### src/rtl/seq_pkg.sv
package seq_pkg;
    typedef enum logic [1:0] {
        ST_IDLE  = 2'd0,
        ST_PREP  = 2'd1,
        ST_READ  = 2'd2,
        ST_DRAIN = 2'd3
    } seq_state_t;
endpackage

### src/rtl/key_store.sv
module key_store #(
    parameter int KEY_W = 256
) (
    input  logic               clk,
    input  logic               rst_n,
    input  logic               key_load,
    input  logic               key_wide,
    input  logic [KEY_W-1:0]   key_in,
    input  logic               busy,
    output logic [KEY_W/2-1:0] keystream
);
    localparam int HALF = KEY_W / 2;

    logic [KEY_W-1:0] key_q;
    logic             wide_q;

    always_ff @(posedge clk or negedge rst_n) begin
        if (!rst_n) begin
            key_q  <= '0;
            wide_q <= 1'b0;
        end else if (key_load && !busy) begin
            key_q  <= key_in;
            wide_q <= key_wide;
        end
    end

    always_comb begin
        keystream = key_q[KEY_W-1:HALF] ^ (wide_q ? key_q[HALF-1:0] : '0);
    end

    assert_key_hold_R2: assert property (@(posedge clk) disable iff (!rst_n)
        (key_load && busy) |=> $stable(key_q) && $stable(wide_q));
endmodule

### src/rtl/op_fsm.sv
module op_fsm
    import seq_pkg::*;
#(
    parameter int CNT_W    = 16,
    parameter int IV_W     = 96,
    parameter int RD_DELAY = 14,
    parameter int LAT      = 3
) (
    input  logic             clk,
    input  logic             rst_n,
    input  logic             start,
    input  logic             key_load,
    input  logic             decrypt,
    input  logic             bypass,
    input  logic [IV_W-1:0]  iv_in,
    input  logic [CNT_W-1:0] aad_bytes,
    input  logic [CNT_W-1:0] data_bytes,
    output logic             go,
    output logic             busy,
    output logic             rd,
    output logic             rd_aad,
    output logic             finish,
    output logic [31:0]      pay_idx,
    output logic             mode_q,
    output logic             byp_q,
    output logic [IV_W-1:0]  iv_q,
    output logic [CNT_W-1:0] aad_q,
    output logic [CNT_W-1:0] dat_q
);
    localparam int BLK_W    = CNT_W - 2;
    localparam int PREP_CYC = RD_DELAY - 1;
    localparam int PH_MAX   = (PREP_CYC > LAT) ? PREP_CYC : LAT;
    localparam int PH_W     = $clog2(PH_MAX + 1);
    localparam int SG_W     = $clog2(RD_DELAY + 2);

    seq_state_t       state_q, state_d;
    logic [PH_W-1:0]  ph_q;
    logic [BLK_W-1:0] blk_q;
    logic [BLK_W-1:0] naad, ndat, nblk;

    function automatic logic [BLK_W-1:0] blocks_of(input logic [CNT_W-1:0] b);
        logic [CNT_W:0] t;
        t = {1'b0, b} + (CNT_W+1)'(15);
        return BLK_W'(t >> 4);
    endfunction

    always_comb begin
        naad = blocks_of(aad_q);
        ndat = blocks_of(dat_q);
        nblk = naad + ndat;
    end

    assign go = start && !key_load && (state_q == ST_IDLE);

    // state register
    always_ff @(posedge clk or negedge rst_n) begin
        if (!rst_n) state_q <= ST_IDLE;
        else        state_q <= state_d;
    end

    // next state
    always_comb begin
        state_d = state_q;
        unique case (state_q)
            ST_IDLE:  if (go) state_d = ST_PREP;
            ST_PREP:  if (ph_q == PH_W'(PREP_CYC - 1))
                          state_d = (nblk != '0) ? ST_READ : ST_DRAIN;
            ST_READ:  if (blk_q == nblk - BLK_W'(1)) state_d = ST_DRAIN;
            ST_DRAIN: if (ph_q == PH_W'(LAT - 1)) state_d = ST_IDLE;
        endcase
    end

    // counters and captured operands
    always_ff @(posedge clk or negedge rst_n) begin
        if (!rst_n) begin
            ph_q   <= '0;
            blk_q  <= '0;
            mode_q <= 1'b0;
            byp_q  <= 1'b0;
            iv_q   <= '0;
            aad_q  <= '0;
            dat_q  <= '0;
        end else begin
            if (state_d != state_q)                           ph_q <= '0;
            else if (state_q == ST_PREP || state_q == ST_DRAIN) ph_q <= ph_q + PH_W'(1);
            if (go)                     blk_q <= '0;
            else if (state_q == ST_READ) blk_q <= blk_q + BLK_W'(1);
            if (go) begin
                mode_q <= decrypt;
                byp_q  <= bypass;
                iv_q   <= iv_in;
                aad_q  <= aad_bytes;
                dat_q  <= data_bytes;
            end
        end
    end

    // outputs
    always_comb begin
        busy    = 1'b0;
        rd      = 1'b0;
        rd_aad  = 1'b0;
        finish  = 1'b0;
        pay_idx = 32'(blk_q - naad) + 32'd1;
        unique case (state_q)
            ST_IDLE:  ;
            ST_PREP:  busy = 1'b1;
            ST_READ: begin
                busy   = 1'b1;
                rd     = 1'b1;
                rd_aad = (blk_q < naad);
            end
            ST_DRAIN: begin
                busy   = 1'b1;
                finish = (ph_q == PH_W'(LAT - 1));
            end
        endcase
    end

    // checker state: cycles since accepted start, previous strobe
    logic [SG_W-1:0] since_go;
    logic            rd_prev;
    always_ff @(posedge clk or negedge rst_n) begin
        if (!rst_n) begin
            since_go <= '0;
            rd_prev  <= 1'b0;
        end else begin
            rd_prev <= rd;
            if (go)                  since_go <= SG_W'(1);
            else if (since_go != '1) since_go <= since_go + SG_W'(1);
        end
    end

    assert_first_rd_R5: assert property (@(posedge clk) disable iff (!rst_n)
        (rd && !rd_prev) |-> since_go == SG_W'(RD_DELAY));
    assert_rd_in_busy_R5: assert property (@(posedge clk) disable iff (!rst_n)
        rd |-> busy);
    assert_finish_in_busy_R8: assert property (@(posedge clk) disable iff (!rst_n)
        finish |-> busy);
    assert_busy_clears_R8: assert property (@(posedge clk) disable iff (!rst_n)
        finish |=> !busy);
    assert_start_ignored_R3: assert property (@(posedge clk) disable iff (!rst_n)
        (start && (busy || key_load)) |=> $stable(iv_q) && $stable(aad_q) && $stable(dat_q));
endmodule

### src/rtl/cipher_pipe.sv
module cipher_pipe #(
    parameter int DW  = 128,
    parameter int LAT = 3
) (
    input  logic          clk,
    input  logic          rst_n,
    input  logic          take,
    input  logic          pass,
    input  logic [DW-1:0] blk,
    input  logic [DW-1:0] mask,
    output logic          out_valid,
    output logic [DW-1:0] data_out
);
    logic [LAT-1:0] v_q;
    logic [DW-1:0]  d_q [LAT];

    always_ff @(posedge clk or negedge rst_n) begin
        if (!rst_n) begin
            v_q[0] <= 1'b0;
            d_q[0] <= '0;
        end else begin
            v_q[0] <= take;
            d_q[0] <= pass ? blk : (blk ^ mask);
        end
    end

    for (genvar i = 1; i < LAT; i++) begin : g_stage
        always_ff @(posedge clk or negedge rst_n) begin
            if (!rst_n) begin
                v_q[i] <= 1'b0;
                d_q[i] <= '0;
            end else begin
                v_q[i] <= v_q[i-1];
                d_q[i] <= d_q[i-1];
            end
        end
    end

    assign out_valid = v_q[LAT-1];
    assign data_out  = d_q[LAT-1];
endmodule

### src/rtl/tag_fold.sv
module tag_fold #(
    parameter int DW = 128
) (
    input  logic          clk,
    input  logic          rst_n,
    input  logic          go,
    input  logic          rd,
    input  logic          rd_aad,
    input  logic [DW-1:0] data_in,
    input  logic          out_valid,
    input  logic [DW-1:0] data_out,
    input  logic          mode_q,
    input  logic          byp_q,
    input  logic          finish,
    input  logic [DW-1:0] len_word,
    output logic          tag_valid,
    output logic [DW-1:0] tag_out
);
    logic [DW-1:0] acc_q, in_term, out_term;
    logic          fin_d1;

    always_comb begin
        in_term  = (rd && (rd_aad || (mode_q && !byp_q))) ? data_in : '0;
        out_term = (out_valid && !mode_q && !byp_q) ? data_out : '0;
    end

    always_ff @(posedge clk or negedge rst_n) begin
        if (!rst_n) begin
            acc_q     <= '0;
            fin_d1    <= 1'b0;
            tag_valid <= 1'b0;
            tag_out   <= '0;
        end else begin
            acc_q     <= go ? '0 : (acc_q ^ in_term ^ out_term);
            fin_d1    <= finish;
            tag_valid <= fin_d1 && !byp_q;
            if (fin_d1) tag_out <= acc_q ^ len_word;
        end
    end

    assert_tag_pulse_R9: assert property (@(posedge clk) disable iff (!rst_n)
        tag_valid |=> !tag_valid);
    assert_no_tag_bypass_R11: assert property (@(posedge clk) disable iff (!rst_n)
        (fin_d1 && byp_q) |=> !tag_valid);
endmodule

### src/rtl/gcm_op_sequencer.sv
module gcm_op_sequencer #(
    parameter int KEY_W    = 256,
    parameter int DW       = 128,
    parameter int IV_W     = 96,
    parameter int CNT_W    = 16,
    parameter int RD_DELAY = 14,
    parameter int LAT      = 3
) (
    input  logic             clk,
    input  logic             rst_n,
    input  logic             key_load,
    input  logic             key_wide,
    input  logic [KEY_W-1:0] key_in,
    input  logic             start,
    input  logic             decrypt,
    input  logic             bypass,
    input  logic [IV_W-1:0]  iv_in,
    input  logic [CNT_W-1:0] aad_bytes,
    input  logic [CNT_W-1:0] data_bytes,
    output logic             busy,
    output logic             finish,
    output logic             rd_strobe,
    input  logic [DW-1:0]    data_in,
    output logic             out_valid,
    output logic [DW-1:0]    data_out,
    output logic             tag_valid,
    output logic [DW-1:0]    tag_out
);
    logic             go, rd_aad, mode_q, byp_q;
    logic [31:0]      pay_idx;
    logic [IV_W-1:0]  iv_q;
    logic [CNT_W-1:0] aad_q, dat_q;
    logic [DW-1:0]    keystream, blk_mask, len_word;

    key_store #(.KEY_W(KEY_W)) u_key (
        .clk(clk), .rst_n(rst_n), .key_load(key_load), .key_wide(key_wide),
        .key_in(key_in), .busy(busy), .keystream(keystream)
    );

    op_fsm #(.CNT_W(CNT_W), .IV_W(IV_W), .RD_DELAY(RD_DELAY), .LAT(LAT)) u_fsm (
        .clk(clk), .rst_n(rst_n), .start(start), .key_load(key_load),
        .decrypt(decrypt), .bypass(bypass), .iv_in(iv_in),
        .aad_bytes(aad_bytes), .data_bytes(data_bytes),
        .go(go), .busy(busy), .rd(rd_strobe), .rd_aad(rd_aad), .finish(finish),
        .pay_idx(pay_idx), .mode_q(mode_q), .byp_q(byp_q), .iv_q(iv_q),
        .aad_q(aad_q), .dat_q(dat_q)
    );

    assign blk_mask = keystream ^ DW'({iv_q, pay_idx});
    assign len_word = DW'({aad_q, dat_q, iv_q});

    cipher_pipe #(.DW(DW), .LAT(LAT)) u_pipe (
        .clk(clk), .rst_n(rst_n), .take(rd_strobe && !rd_aad), .pass(byp_q),
        .blk(data_in), .mask(blk_mask), .out_valid(out_valid), .data_out(data_out)
    );

    tag_fold #(.DW(DW)) u_tag (
        .clk(clk), .rst_n(rst_n), .go(go), .rd(rd_strobe), .rd_aad(rd_aad),
        .data_in(data_in), .out_valid(out_valid), .data_out(data_out),
        .mode_q(mode_q), .byp_q(byp_q), .finish(finish), .len_word(len_word),
        .tag_valid(tag_valid), .tag_out(tag_out)
    );

    assert_out_in_busy_R7: assert property (@(posedge clk) disable iff (!rst_n)
        out_valid |-> busy);
    assert_tag_after_busy_R9: assert property (@(posedge clk) disable iff (!rst_n)
        tag_valid |-> !$past(busy));
endmodule

### config.mk
export PLATFORM = sky130hd
export DESIGN_NAME = gcm_op_sequencer
export DESIGN_NICKNAME = d
export VERILOG_FILES = /design/src/rtl/seq_pkg.sv /design/src/rtl/key_store.sv /design/src/rtl/op_fsm.sv /design/src/rtl/cipher_pipe.sv /design/src/rtl/tag_fold.sv /design/src/rtl/gcm_op_sequencer.sv
export SDC_FILE = /design/constraint.sdc
export NUM_CORES = 2
export LEC_CHECK = 0
export BUFFER_PORTS_ARGS = -buffer_cell sky130_fd_sc_hd__buf_2
export CORE_AREA = 2 2 306 308
export DETAILED_ROUTE_END_ITERATION = 6
export DIE_AREA = 0 0 308 310
export MAX_ROUTING_LAYER = met4
export PLACE_DENSITY = 0.82
export SLEW_MARGIN = 0
export SYNTH_ARGS = -nofsm -noshare
export SYNTH_HDL_FRONTEND = slang
export SYNTH_SLANG_ARGS = --single-unit
### constraint.sdc
create_clock -name clk -period 8.4 [get_ports clk]
set_clock_uncertainty 0.2 [all_clocks]
set_input_delay 0.42 -clock clk [delete_from_list [all_inputs] [get_ports clk]]
set_output_delay 0.42 -clock clk [all_outputs]
set_load 0.05 [all_outputs]
# Word level (Yosys, flattened, before mapping)
# Index checks and enable logic that the tools add are counted.
[totals]
regBits = 1052
in_bits = 519
word_cells = 82
[op_classes]
addsub = 8
n_lt_le_gt_ge = 1
eq_ne = 7
n_mux = 19
n_bitwise = 6
reduce_logical = 21
[op_table]
columns = ["operator", "n"]
rows = [
  ["bitwise XOR 128 bit", 6],
  ["2-to-1 mux 128 bit", 5],
  ["adder 16 x 4 -> 17 bit, second input constant", 2],
  ["adder 32 x 1 -> 32 bit, second input constant", 1],
  ["2-to-1 mux 14 bit", 2],
  ["subtractor 14 x 13 -> 15 bit", 1],
  ["adder 13 x 13 -> 14 bit", 1],
  ["adder 14 x 1 -> 14 bit, second input constant", 1],
  ["== test 14 bit", 1],
  ["< comparator 14 x 13 -> 1 bit", 1],
  ["nonzero test 14 bit", 1],
  ["subtractor 14 x 1 -> 14 bit, second input constant", 1],
  ["logical AND 1 bit", 9],
  ["2-to-1 mux 2 bit", 4],
  ["2-to-1 mux 4 bit", 2],
  ["case mux 2 bit (4 select lines)", 1],
  ["zero test 1 bit", 5],
  ["2-to-1 mux 1 bit", 5],
  ["adder 4 x 1 -> 4 bit, second input constant", 1],
  ["== test 2 bit, second input constant", 2],
  ["== test 4 x 2 -> 1 bit, second input constant", 1],
  ["== test 4 bit, second input constant", 1],
  ["nonzero test 2 bit", 2],
  ["OR reduction 3 bit", 1],
  ["other kinds (4)", 5],
]

# Depth between registers and ports, before layout
[depth]
depth_word = 9
depth_mapped = 23
mapped_depth_nobuf = 22

# Modules after synthesis
# A second synthesis with hierarchy kept.
[unflattened]
hier_cells = 4244
hier_area_um2 = 49720.2
[by_module_without_submodules]
columns = ["module", "instances", "cells_each", "area_each_um2"]
rows = [
  ["tag_fold", 1, 1411, 14533.9],
  ["cipher_pipe", 1, 785, 12637.1],
  ["key_store", 1, 814, 12230.5],
  ["op_fsm", 1, 1105, 9191.3],
  ["gcm_op_sequencer", 1, 129, 1127.3],
]

# Worst setup path before layout
# OpenSTA, ideal clock, no wires.
[synth_path]
path_type = "flip-flop to flip-flop"
from = "register u_fsm.aad_q[3]"
to = "register u_pipe.d_q[271] (netlist bit)"
arrival_time_ps = 4477
required_time_ps = 8075
path_slack_ps = 3598
stages_incl_launch_ff = 24
path_buffers = 2
period_less_slack_ps = 4802
cell_sequence = "dfrtp_1 > nor4_1 > nand2b_1 > nor2_1 > and3_1 > and3_1 > nand3_1 > nor2_1 > xor2_1 > inv_1 > ha_1 > clkbuf_1 > a21o_1 > a21oi_1 > o31ai_1 > a21o_1 > a211oi_1 > clkbuf_1 > nand4_1 > ha_1 > xor2_1 > xnor2_1 > nor2_1 > xor2_1"
[synth_via]
elab_chain_cells = 6
[synth_rtl]
columns = ["item", "line_no", "text"]
rows = [
  ["from (decl)", "op_fsm.sv:27", "output logic [CNT_W-1:0] aad_q,"],
  ["from (signal assigned)", "op_fsm.sv:92", "aad_q <= aad_bytes;"],
  ["adder 16 x 4 -> 17 bit", "op_fsm.sv:43", "t = {1'b0, b} + (CNT_W+1)'(15);"],
  ["subtractor 14 x 13 -> 15 bit", "op_fsm.sv:104", "pay_idx = 32'(blk_q - naad) + 32'd1;"],
  ["adder 32 x 1 -> 32 bit", "op_fsm.sv:104", ""],
  ["bitwise XOR 128 bit", "gcm_op_sequencer.sv:49", "assign blk_mask = keystream ^ DW'({iv_q, pay_idx});"],
  ["bitwise XOR 128 bit", "cipher_pipe.sv:23", "d_q[0] <= pass ? blk : (blk ^ mask);"],
  ["2-to-1 mux 128 bit", "cipher_pipe.sv:23", ""],
  ["to (decl)", "cipher_pipe.sv:15", "logic [DW-1:0] d_q [LAT];"],
]
# Every way passes these cells.
# A chain may end at the register's enable or synchronous reset.

# Worst setup path after layout
[layout_path]
from = "register u_fsm.aad_q[3]"
to = "register u_pipe.d_q[270] (netlist bit)"
# Same word-level chain as after synthesis.

==> summary.txt <==
Detailed routing
  • Avg WL per Cell: 25.0 um
  • Antenna Nets Post-Route: 0
  • Via/cell ratio: 5.78
  • Via count: around 38000
  • Number of DRC markers in iteration 0: 4234
  • Final wirelength: 166 mm
  • # DRC: 1
  • Drt pass-1 iters: 7

Yosys
  • Sequential area share after synthesis: 56.4%
  • Number of synthesized flops with an enable pin: 0
  • Post-synth ARST share: 100%
  • Yosys top cell area share: 56.4%
  • Most common flop cell mapped by yosys: dfrtp_1
  • Cell Area, Synth: 46700 sq um
  • Area leader, netlist: dfrtp_1
  • Synth top area cells: dfrtp_1 56%, xnor2_1 9.7%, mux2_2 6.2%
  • Mapped Cells: 4253
  • Post-Syn Nets: 4809
  • Syn_area_per_cell: 11.0 sq um
  • Synth warnings: 0
  • #FFs+latches synth: 1052
  • Distinct cells, synth: 87

Critical path
  • Worst path slowest cell: nor4_1
  • Critical path arrival: between 6000 and 7000 ps
  • CP endpoint kind: flop
  • Reg2Reg Setup Slack: 2420 ps
  • Cell Chain, Critical Path: nor4_1 > xnor2_1 > ha_1 > inv_1 > fa_1 > a21o_1 > a21o_1 > a2111o_1 > nand3_2 > nor4b_2 > nand3_1 > nor3_1 > nand3_1 > ha_1 > xor2_1 > xnor2_1 > nor2_1 > xor2_1
  • FF-to-FF End: u_pipe.d_q[270]
  • Critical path's top delay family: simple AND/OR/NAND/NOR gates
  • Worst-path fanout max: 12
  • CP Launch Type: flop
  • Critical path buffers and inverters: 1
  • Crit path kind: reg -> reg
  • CP startpoint: u_fsm.aad_q[3]
  • R2R Path Start: u_fsm.aad_q[3]
  • Reg2reg path depth: 18
  • CP required: 8800 ps
  • Worst path max stage delay: 870 ps

GRT
  • Grt ovf: 0
  • Vias in the first global route: 39700
  • First-pass GRT wire length: 243 mm
  • Gr usage total: between 30% and 40%
  • Largest net degree at the start of global routing: 183
  • Initial antenna violation count: 22

Finish
  • Most common cell after layout, fill and taps aside: dfrtp_1
  • Layout Cells excl Fill: approximately 6700
  • Area of the multi-input gates: 18500 sq um
  • Fin util: 64.2%
  • Register Area: about 26000 sq um
  • Most frequent cells in the layout: 1049 x dfrtp_1, 778 x buf_2, 675 x nand2_1, 516 x dlygate4sd3_1, 515 x xnor2_1
  • Layout cells sized above 1: 23.4%
  • Fill cells: 6272
  • Fin area: 59400 sq um
  • Nets: 5906
  • Layout overhead on the synthesized area: 27.2%

CTS
  • Root Buffer: clkbuf_16
  • Num CTS Buffers: 105
  • CTS H-tree lvls: 3
  • Max clock buf depth: 3
  • Reg clk slew, reported paths: 70 ps
  • CTS tree: done
  • Clk sink count: 1052
  • Setup bufs post-CTS: 0
  • Clk_lat worst skew: around 700 ps

Die
  • Initial core utilization: 50.5%
  • Std-Cell Rows: 112
  • Die Y-Extent: 310 um
  • Die Area: 95500 sq um
  • I/O pin count: 780
  • Die width: 308 um
  • Core Area: around 92000 sq um

Run status
  • Status: complete, but fails checks
  • Violated checks: DRC

Timing
  • Fmax: 167 MHz
  • Slew of the pin with the lowest slew margin: 1210 ps
  • Crit path time final: 5980 ps
  • Final setup viols: 0
  • Hold Fails Final Rpt: 0
  • Fin crit share: between 70% and 80%
  • Setup TNS: 0 ps
  • Slew margin rel.: 19.5%
  • RSZ-0062 raised after global routing: false
  • Fin. max-slew vios: 0

Hold path
  • Min-delay src: u_pipe.d_q[216]
  • Hold Path Class: reg -> reg
  • Hold-critical path endpoint: u_pipe.data_out[88]
  • WHS Path Cells: 0

Place
  • Dpl cells: 5924
  • DP Area: 50700 sq um
  • Number of port buffers: 779
  • HPWL Detailed: roughly 100 mm
  • GPL Wtd Cong: 0.949

Flow run
  • Max cap viols: 0

Power and ir drop
  • Tot Pwr: ~0.026 W
  • P_leak: 27.4 nW
  • Peak VDD IR: about 0.30 mV
  • PD cells: 443 nW/um^2
flip-flops by register name, summed over array words and instances (netlist names):
register          count
u_pipe.out_valid      1
u_key.key_q         256
u_pipe.data_out     128
u_fsm.aad_q          16
u_fsm.state_q         2
u_pipe.v_q            2
u_tag.acc_q         128
u_fsm.iv_q           96
u_fsm.byp_q           1
u_fsm.blk_q          14
u_tag.fin_d1          1
u_fsm.dat_q          16
u_fsm.ph_q            4
u_key.wide_q          1
u_tag.tag_valid       1
u_tag.tag_out       128
u_fsm.mode_q          1
u_pipe.d_q          256
area by class of cell:
| cell class | instances | share of cell area (%) |
|---|---|---|
| antenna | 28 | 0.118 |
| inverter | 42 | 0.265 |
| clock inverter | 30 | 0.537 |
| tap | 1197 | 2.52 |
| multi-input combinational | 2825 | 31.1 |
| sequential | 1052 | 44.3 |
| clock buffer | 157 | 5.26 |
| timing repair buffer | 1324 | 15.8 |
how the worst max path moves through the flow:
stage                                  to  slack [ps]  cells after the start
after CTS                 u_pipe.d_q[270]        2660                     22
after detailed placement  u_pipe.d_q[270]        2680                     22
after global routing      u_pipe.d_q[270]        2010                     22
after floorplan           u_pipe.d_q[271]        3600                     23
final                     u_pipe.d_q[270]        2420                     18
after global placement    u_pipe.d_q[270]        2690                     22
power by group:
part           internal [W]  switching, W
clock               0.00270       0.00212
combinational       0.00449       0.00754
sequential          0.00738       0.00207
cells by family after synthesis:
kind of cell	count (synthesis)	share of synthesized area, %
AO/OA/AOI/OAI	434	5.85
XOR/XNOR	674	12.7
adder cells (fa/ha/maj)	37	1.02
buffers and inverters	376	4.12
flip-flops	1052	56.4
multiplexers	262	6.31
AND/OR/NAND/NOR	1418	13.6
what timing repair did:
action	4_1_cts	5_1_grt
resized for setup	0	0
hold buffers	516	0
hold endpoints to repair	729	0
stage by stage:
stage | hold WS [ps] | setup slack (ps)
CTS | 113 | 2660
finish | 139 | 2420
floorplan | -75.6 | 3600
detailed placement | 135 | 2680
global route | 147 | 2010
global placement | 131 | 2690
cell usage after synthesis (4+ instances only):
| master | count |
|---|---|
| dfrtp_1 | 1052 |
| nand2_1 | 675 |
| xnor2_1 | 515 |
| nor2_1 | 285 |
| a21oi_1 | 273 |
| mux2_2 | 257 |
| clkbuf_1 | 182 |
| xor2_1 | 155 |
| nor3_1 | 144 |
| and3_1 | 143 |
| buf_4 | 128 |
| nand3_1 | 57 |
| inv_1 | 41 |
| ha_1 | 35 |
| o21ai_0 | 28 |
| nor2b_1 | 22 |
| o311ai_0 | 20 |
| o31a_1 | 19 |
| or4_1 | 17 |
| buf_1 | 15 |
| o311ai_1 | 10 |
| or3_1 | 10 |
| a21o_1 | 9 |
| nand4_1 | 9 |
| and2_1 | 7 |
| nand2b_1 | 7 |
| a211oi_1 | 6 |
| a31oi_1 | 6 |
| buf_2 | 6 |
| nor3b_1 | 6 |
| nor4_1 | 6 |
| mux2i_1 | 5 |
| nand3b_1 | 5 |
| o211ai_1 | 5 |
| o21a_1 | 5 |
| o21ai_1 | 5 |
| o22ai_1 | 5 |
| o31ai_1 | 4 |
metal layers:
metal | up-vias | GRT usage, % | share of wire [%]
met1 | 18800 | 39.5 | 35
met4 | 0 | 25.7 | 8.6
met5 | - | - | 0
met2 | 2630 | 53.8 | 46
li1 | 16200 | - | -
met3 | 819 | 9.48 | 9.9
No activity file was read; power rests on OpenSTA's default activity.
